File: src/rtl/osl_pkg.sv
// Package: shared types and sector-to-group mapping for the open-switch
// fault locator. Assumes sector numbers 1..12; anything else maps to "none".
package osl_pkg;

    typedef enum logic [1:0] {
        ST_WATCH = 2'd0,   // stage one: waiting for a suspect output phase
        ST_ARM   = 2'd1,   // suspect known, waiting for a sector-1 entry
        ST_ACC   = 2'd2,   // stage two: summing grouped |error|
        ST_HOLD  = 2'd3    // verdict latched
    } loc_state_t;

    localparam int          NUM_PH   = 3;
    localparam int          NUM_SEC  = 12;
    localparam logic [3:0]  NO_FAULT = 4'd15;
    localparam logic [1:0]  GRP_NONE = 2'd3;

    // Map a sector to the input phase whose switches are unaffected there.
    function automatic logic [1:0] sec_group(input logic [3:0] sec);
        case (sec)
            4'd1, 4'd2, 4'd7, 4'd8:    return 2'd0;
            4'd5, 4'd6, 4'd11, 4'd12:  return 2'd1;
            4'd3, 4'd4, 4'd9, 4'd10:   return 2'd2;
            default:                   return GRP_NONE;
        endcase
    endfunction

endpackage

File: src/rtl/zero_run_det.sv
// Zero-run detector: counts consecutive valid samples whose current lies
// inside the dead band and flags when the count reaches ZERO_RUN.
// Assumes DEAD_BAND fits in CUR_W-1 bits. The count saturates at ZERO_RUN.
module zero_run_det #(
    parameter int CUR_W     = 12,
    parameter int DEAD_BAND = 8,
    parameter int ZERO_RUN  = 30
) (
    input  logic                    clk,
    input  logic                    rst_n,
    input  logic                    smp_vld,
    input  logic signed [CUR_W-1:0] cur,
    output logic                    run_full
);
    localparam int CNT_W = $clog2(ZERO_RUN + 1);

    logic [CUR_W-1:0] mag;
    logic             in_band;
    logic [CNT_W-1:0] cnt;

    // Magnitude of the signed current and dead-band test.
    always_comb begin
        mag     = cur[CUR_W-1] ? CUR_W'(-cur) : CUR_W'(cur);
        in_band = (mag <= CUR_W'(DEAD_BAND));
    end

    // Consecutive in-band sample counter, cleared by any out-of-band sample.
    always_ff @(posedge clk) begin
        if (!rst_n)
            cnt <= '0;
        else if (smp_vld) begin
            if (!in_band)
                cnt <= '0;
            else if (cnt != CNT_W'(ZERO_RUN))
                cnt <= cnt + 1'b1;
        end
    end

    assign run_full = (cnt == CNT_W'(ZERO_RUN));

endmodule

File: src/rtl/err_group_acc.sv
// Grouped error accumulator: three saturating sums of |err|, one per sector
// group, plus the index of the smallest sum (ties go to the lower index).
// Assumes ACC_W >= ERR_W so that one magnitude always fits a sum.
module err_group_acc #(
    parameter int ERR_W = 12,
    parameter int ACC_W = 20
) (
    input  logic                    clk,
    input  logic                    rst_n,
    input  logic                    load,
    input  logic                    add,
    input  logic [1:0]              grp,
    input  logic signed [ERR_W-1:0] err,
    output logic [1:0]              best_grp
);
    localparam logic [ACC_W-1:0] SUM_MAX = {ACC_W{1'b1}};

    logic [ERR_W-1:0] mag;
    logic [ACC_W-1:0] sum [3];

    // Absolute value of the incoming error.
    always_comb mag = err[ERR_W-1] ? ERR_W'(-err) : ERR_W'(err);

    for (genvar g = 0; g < 3; g++) begin : g_sum
        logic [ACC_W:0] wide;

        // One extra bit to spot the carry out of the sum.
        always_comb wide = {1'b0, sum[g]} + (ACC_W+1)'(mag);

        // Per-group sum: restart on load, saturating add on its own sectors.
        always_ff @(posedge clk) begin
            if (!rst_n)
                sum[g] <= '0;
            else if (load)
                sum[g] <= (grp == 2'(g)) ? ACC_W'(mag) : '0;
            else if (add && grp == 2'(g))
                sum[g] <= wide[ACC_W] ? SUM_MAX : wide[ACC_W-1:0];
        end
    end

    // Smallest sum, lowest group index winning ties.
    always_comb begin
        if (sum[0] <= sum[1] && sum[0] <= sum[2])
            best_grp = 2'd0;
        else if (sum[1] <= sum[2])
            best_grp = 2'd1;
        else
            best_grp = 2'd2;
    end

endmodule

File: src/rtl/open_switch_locator.sv
// Open-switch fault locator, top level. Stage one picks a suspect output
// phase from a long near-zero current run; stage two sums that phase's
// |error| over one source period in three sector groups and names the
// input phase with the smallest sum. Assumes one sample per smp_vld pulse
// and a sector number that advances 1..12 around the source period.
module open_switch_locator
    import osl_pkg::*;
#(
    parameter int CUR_W     = 12,
    parameter int DEAD_BAND = 8,
    parameter int ZERO_RUN  = 30,
    parameter int ACC_W     = 20
) (
    input  logic                    clk,
    input  logic                    rst_n,
    input  logic                    smp_vld,
    input  logic [3:0]              sector,
    input  logic signed [CUR_W-1:0] cur_a,
    input  logic signed [CUR_W-1:0] cur_b,
    input  logic signed [CUR_W-1:0] cur_c,
    input  logic signed [CUR_W-1:0] err_a,
    input  logic signed [CUR_W-1:0] err_b,
    input  logic signed [CUR_W-1:0] err_c,
    output logic                    fault_vld,
    output logic [3:0]              fault_idx
);
    localparam logic [NUM_SEC-1:0] ALL_SEEN = {NUM_SEC{1'b1}};

    loc_state_t              state;
    logic signed [CUR_W-1:0] cur_v [NUM_PH];
    logic [NUM_PH-1:0]       run_full;
    logic [1:0]              suspect;
    logic [1:0]              first_ph;
    logic signed [CUR_W-1:0] sus_err;
    logic [3:0]              prev_sec;
    logic [NUM_SEC-1:0]      seen;
    logic [NUM_SEC-1:0]      sec_bit;
    logic [1:0]              grp;
    logic [1:0]              best_grp;
    logic                    boundary;
    logic                    acc_load;
    logic                    acc_add;
    logic                    decide;

    assign cur_v[0] = cur_a;
    assign cur_v[1] = cur_b;
    assign cur_v[2] = cur_c;

    // Stage one: one zero-run detector per output phase.
    for (genvar p = 0; p < NUM_PH; p++) begin : g_zrun
        zero_run_det #(
            .CUR_W     (CUR_W),
            .DEAD_BAND (DEAD_BAND),
            .ZERO_RUN  (ZERO_RUN)
        ) u_zrun (
            .clk      (clk),
            .rst_n    (rst_n),
            .smp_vld  (smp_vld),
            .cur      (cur_v[p]),
            .run_full (run_full[p])
        );
    end

    // Lowest-numbered phase among those with a complete zero run.
    always_comb begin
        if (run_full[0])      first_ph = 2'd0;
        else if (run_full[1]) first_ph = 2'd1;
        else                  first_ph = 2'd2;
    end

    // Error of the suspect phase feeds stage two.
    always_comb begin
        case (suspect)
            2'd0:    sus_err = err_a;
            2'd1:    sus_err = err_b;
            default: sus_err = err_c;
        endcase
    end

    // Sector decoding: group, one-hot sector bit, sector-1 entry.
    always_comb begin
        grp      = sec_group(sector);
        sec_bit  = (grp != GRP_NONE) ? (NUM_SEC'(1) << (sector - 4'd1)) : '0;
        boundary = smp_vld && (sector == 4'd1) && (prev_sec != 4'd1);
        acc_load = (state == ST_ARM) && boundary;
        decide   = (state == ST_ACC) && boundary && (seen == ALL_SEEN);
        acc_add  = (state == ST_ACC) && smp_vld && !decide && (grp != GRP_NONE);
    end

    // Sector of the last valid sample, for entry detection.
    always_ff @(posedge clk) begin
        if (!rst_n)
            prev_sec <= 4'd0;
        else if (smp_vld)
            prev_sec <= sector;
    end

    // Stage two: grouped saturating error sums and minimum pick.
    err_group_acc #(
        .ERR_W (CUR_W),
        .ACC_W (ACC_W)
    ) u_acc (
        .clk      (clk),
        .rst_n    (rst_n),
        .load     (acc_load),
        .add      (acc_add),
        .grp      (grp),
        .err      (sus_err),
        .best_grp (best_grp)
    );

    // Sequencer: suspect capture, period tracking and verdict latch.
    always_ff @(posedge clk) begin
        if (!rst_n) begin
            state     <= ST_WATCH;
            suspect   <= 2'd0;
            seen      <= '0;
            fault_vld <= 1'b0;
            fault_idx <= NO_FAULT;
        end else begin
            case (state)
                ST_WATCH: begin
                    if (|run_full) begin
                        suspect <= first_ph;
                        state   <= ST_ARM;
                    end
                end
                ST_ARM: begin
                    if (boundary) begin
                        seen  <= sec_bit;
                        state <= ST_ACC;
                    end
                end
                ST_ACC: begin
                    if (decide) begin
                        fault_vld <= 1'b1;
                        fault_idx <= 4'(suspect) * 4'd3 + 4'(best_grp);
                        state     <= ST_HOLD;
                    end else if (smp_vld) begin
                        seen <= seen | sec_bit;
                    end
                end
                default: ;
            endcase
        end
    end

endmodule

File: config.mk
export PLATFORM = sky130hd
export DESIGN_NAME = open_switch_locator
export DESIGN_NICKNAME = d
export VERILOG_FILES = /design/src/rtl/osl_pkg.sv /design/src/rtl/zero_run_det.sv /design/src/rtl/err_group_acc.sv /design/src/rtl/open_switch_locator.sv
export SDC_FILE = /design/constraint.sdc
export NUM_CORES = 1
export LEC_CHECK = 0
export BUFFER_PORTS_ARGS = -buffer_cell sky130_fd_sc_hd__buf_2
export CAP_MARGIN = 15
export CORE_MARGIN = 5
export CORE_UTILIZATION = 52
export CTS_BUF_LIST = sky130_fd_sc_hd__clkbuf_8
export DETAILED_ROUTE_END_ITERATION = 8
export GPL_TIMING_DRIVEN = 0
export HOLD_SLACK_MARGIN = 0.05
export MAX_ROUTING_LAYER = met4
export PLACE_DENSITY = 0.84
export SLEW_MARGIN = 20
export SYNTH_ARGS = -nofsm -noshare
export SYNTH_HDL_FRONTEND = slang
export SYNTH_HIERARCHICAL = 1
export SYNTH_SLANG_ARGS = --single-unit
File: constraint.sdc
create_clock -name clk -period 4 [get_ports clk]
set_input_delay 0.2 -clock clk [delete_from_list [all_inputs] [get_ports clk]]
set_output_delay 0.2 -clock clk [all_outputs]
set_load 0.01 [all_outputs]
# Word level (Yosys, flattened, before mapping)
# Memory sizes are Yosys's and may differ from the RTL's.
# Cells that the tools add are included.
classes:
  n_lt_le_gt_ge: 6
  n_shift: 1
  eq_ne: 23
  mul: 1
  n_bitwise: 7
  n_addsub: 12
  reduce_logical: 26
  muxes: 52
ops:
  columns: ["cell", "count"]
  rows:
  - ["20-bit 2-to-1 mux", 9]
  - ["12-bit 2-to-1 mux", 11]
  - ["20-bit by 12-bit adder with 21-bit output", 3]
  - ["20-bit less-or-equal comparator", 3]
  - ["12-bit negation", 4]
  - ["12-bit case mux with 2 select lines", 2]
  - ["12-bit by 4-bit less-or-equal comparator with 1-bit output (second input constant)", 3]
  - ["5-bit 2-to-1 mux", 6]
  - ["2-bit != test (second input constant)", 9]
  - ["1-bit 2-to-1 mux", 16]
  - ["5-bit by 1-bit adder with 5-bit output (second input constant)", 3]
  - ["5-bit == test (second input constant)", 3]
  - ["5-bit != test (second input constant)", 3]
  - ["2-bit 2-to-1 mux", 7]
  - ["12-bit == test (second input constant)", 1]
  - ["1-bit logical AND", 12]
  - ["12-bit bitwise OR", 1]
  - ["1-bit by 4-bit << shifter with 12-bit output (first input constant)", 1]
  - ["2-bit AND reduction", 5]
  - ["4-bit AND reduction", 2]
  - ["2-bit by 1-bit == test with 1-bit output (second input constant)", 3]
  - ["2-bit zero test", 3]
  - ["1-bit bitwise OR", 6]
  - ["2-bit case mux with 3 select lines", 1]
  - ["10 further kinds", 11]
word_totals:
  out_inout_bits: 5
  elab_cells: 139
  n_memories: 2
  rom_bits: 32
  reg_bits: 40
  mem_bits_rw: 60
  inputBits: 79
memory_table:
  columns: ["memory", "depth", "word_bits", "read_ports", "rd_ports_with_merged_regs", "write_ports", "line", "rtl"]
  rows:
  - ["u_acc.sum", 3, 20, 3, 0, 3, "err_group_acc.sv:19", "logic [ACC_W-1:0] sum [3];"]
  - ["(no name shown)", 16, 2, 1, 0, 0, "osl_pkg.sv:19", "case (sec)"]

# Logic depth before layout (Yosys ltp)
logic_depth:
  ltp_word: 14
  ltp_mapped: 23
  ltp_nobuf: 19

# Cells and area by module
# Netlist, hierarchy kept.
modules_own_cells:
  columns: ["mod", "cells_each", "area_per_inst_um2", "seq_area_each_um2", "instances"]
  rows:
  - ["err_group_acc", 689, 6233.5, 1801.7, 1]
  - ["zero_run_det", 71, 568.0, 100.1, 3]
  - ["open_switch_locator", 203, 1675.4, 500.5, 1]

# Least setup slack after synthesis
# No wires, ideal clock.
synth_timing:
  kind: "flip-flop to flip-flop"
  from: "register suspect[1]"
  to: "memory u_acc.sum[1][16], data pin"
  period_less_slack_ps: 4237
  n_path_buf: 1
  slack_ps: -237
  arrival_time_ps: 3968
  t_required_ps: 3731
  stages_incl_launch_ff: 20
  setup_time_ps: 269
  cell_sequence: "dfxtp_1 > inv_1 > ha_1 > clkbuf_1 > a22oi_1 > nand2_1 > or3_1 > nor3_1 > nand3_1 > o31ai_1 > xor2_1 > inv_1 > ha_1 > nand2_1 > nor2_1 > a221oi_1 > nand3_1 > a31oi_1 > o31ai_1 > nor3b_1"
synth_rtl:
  columns: ["element", "line", "rtl"]
  rows:
  - ["from (decl)", "open_switch_locator.sv:32", "logic [1:0] suspect;"]
  - ["from (signal assigned)", "open_switch_locator.sv:124", "suspect <= first_ph;"]
  - ["to (decl)", "err_group_acc.sv:19", null]

==> run summary <==
Worst EP required: 4.25 ns
Reg area: 0.00261 mm2
Core Box Area: 0.0181 mm2
Post-Layout Cell Count: 1498
first-pass GRT wire length: 44900 um
final net count: 1473
Post-Syn Instances: 1105
P_leak: 0.00496 uW
ys flop type: edfxtp_1
Crit. End Element: flip-flop
crit-path max FO: 10
R2R Setup Slk: -0.64 ns
placed insts: 1416
Tcrit/Tclk final: 116%
drt first pass iters: 6
IO Count: 84
register area share after synthesis: 27.1%
1st-iter DRT viols: 1156
Area Growth Syn to Fin: 25.5%
Worst Setup Path Type: reg -> reg
Final Worst Setup Slack: -0.641 ns
Routed Antenna Nets: 0
Die Height: 146 um
drt via density: 6.72
final core occ: 66.7%
post-synth top area share: 18.7%
vias in the first global route: 9370
grt ovf: 0
final-report setup violation count: 60
FP Rows: 49
Synth Register Bits: 100
pwr/cell area: 257 mW/mm2
CTS tree: yes
CP Launch Type: flip-flop
global-route met1 utilization: 31.1%
Post-synth ARST share: 0%
synth cell count leaders: 126 x ha_1, 97 x nand2_1, 82 x inv_1
reg2reg path depth: 22
crit path from: suspect[1]
Routed Wire Length: 31800 um
cell area after synthesis: 0.00961 mm2
Layout fillers: 1251
Max Buffers Root-to-Sink: 2
number of port buffers: 82
Yosys cell types: 85
average wire per standard cell: 21.2 um
max-cap violations: 0
RSZ-0062 raised after global routing: true
largest net degree at the start of global routing: 21
Synth area leaders: edfxtp_1 19%, ha_1 16%, dfxtp_1 8.3%
failing checks: negative setup slack
Max Slew Vio Count: 0
outcome: finished, violations left
RePlAce Congestion: 0.954
die width: 146 um
clk sinks: 100
Layout Skew: 0.0139 ns
via count: 10100
R2R Path End: u_acc/sum[2][2]
final hold viol count: 0
All-Layer GR Usage: 26.2%
WP data arrival: 4.89 ns
area of the multi-input gates: 0.00740 mm2
EDFF count, synth: 60
DRC Markers: 0
share of layout cells above drive strength 1: 27.5%
CTS root buf: clkbuf_8
gr busiest metal: met2
synth warn: 6
clock slew at reported path FFs: 0.11 ns
final worst path period need: 4.64 ns
Critical Path Sink: u_acc/sum[2][2]
met2 Use GR: 43.1%
Worst Hold Depth: 3
hold_ws: 0.172 ns
worst vdd ir: 224 uV
Worst-Skew Late Latency: 0.40 ns
Net Count, Synth: 1315
DP Wirelength: 20000 um
global routing usage on met3: 5.76%
most frequent cell after synthesis: ha_1
cell taking the most area after synthesis: edfxtp_1
htree depth: 3
actual slew at the worst max-slew pin: 1.15 ns
Reg-to-Reg Start: suspect[1]
initial antenna violation count: 1
fmax: 0.215 GHz
Avg Cell Area, Syn: 8.70 um2
die area: 0.0213 mm2
CTS Buf Count: 9
Worst slew margin: 23.3%
Worst Hold Class: in -> reg
starting density of the core: 53.2%
## per-layer routing
layer  share of wire (%)  routed length, um
met1                  37              11800
met5                   0                  0
met3                  10               3310
met4                 5.9               1880
met2                  47              14800
## report_power, final
| part | switching [uW] | internal (uW) | total [uW] |
|---|---|---|---|
| Clock | 418 | 301 | 719 |
| Combinational | 689 | 520 | 1210 |
| Sequential | 45.9 | 1120 | 1170 |
## worst min-delay path by stage
| stage | startpoint | slack (ns) | endpoint |
|---|---|---|---|
| floorplan | rst_n | 0.32 | g_zrun[0].u_zrun/cnt[0] |
| global placement | seen[4] | 0.43 | seen[4] |
| detailed placement | seen[5] | 0.44 | seen[5] |
| CTS | sector[1] | 0.16 | prev_sec[1] |
| global route | sector[0] | 0.18 | prev_sec[0] |
| finish | sector[0] | 0.17 | prev_sec[0] |
## repair_timing
action	CTS	global route
hold buffers	0	0
endpoints found under the hold margin	0	0
gates cloned	2	2
pin swaps	39	56
setup endpoints to repair	60	62
gates resized for setup	98	132
buffers inserted	42	20
## stage by stage
step	TNS, ns	instance area, um2	worst slack, ns	total power, uW
finish	-26.05	12100	-0.641	3100
global route	-31.55	12100	-0.716	3220
CTS	-8.81	11400	-0.234	2860
detailed placement	-55.29	10400	-1.23	2030
global placement	-49.77	10400	-1.09	2000
floorplan	-0.481	9670	-0.0422	1790
## layout make-up
cell class / instances / share of cell area [%]
antenna: 1 / 0.0207
buffer: 29 / 1.94
tap: 229 / 2.37
inverter: 82 / 2.71
clock inverter: 7 / 0.674
clock buffer: 9 / 1.03
timing repair buffer: 148 / 8.31
multi-input combinational: 893 / 61.3
sequential: 100 / 21.6
## cell families after synthesis
family / count (synthesis) / synth area share [%]
compound gates: 322 / 23.1
xor+xnor: 50 / 4.56
fa+ha+maj: 131 / 17.4
buf+inv: 112 / 4.85
flops: 100 / 27.1
mux: 20 / 2.08
simple gates: 370 / 20.9
## cell usage in the layout, fill, tap and decap left out, types with 39 or more instances in the layout
master / n
buf_4: 51
buf_2: 85
ha_1: 108
inv_1: 71
nand2_1: 88
a21oi_1: 54
edfxtp_1: 60
nand3_1: 39
## critical path, cell delays in order, from the launching register on
cell and delay (ns):
dfxtp_4 0.36, inv_2 0.09, ha_4 0.20, nor2_4 0.06, clkbuf_8 0.16, nand2_1 0.13
nand2_2 0.09, or3_4 0.41, nor3_4 0.18, nand2_2 0.13, o41ai_4 0.30, xor2_1 0.22
buf_4 0.19, clkinvlp_4 0.19, ha_4 0.34, nand2_2 0.05, or4_4 0.42, o211a_1 0.13
buf_6 0.14, nor2_4 0.23, buf_6 0.16, o21ai_0 0.14, o21ai_1 0.14
## state kept, by name, summed over array words and instances, names as in the netlist
register	cells
fault_idx	4
fault_vld	1
g_zrun.u_zrun/cnt	15
prev_sec	4
seen	12
state	2
suspect	2
u_acc/sum	60
No activity file was read; power rests on OpenSTA's default activity.
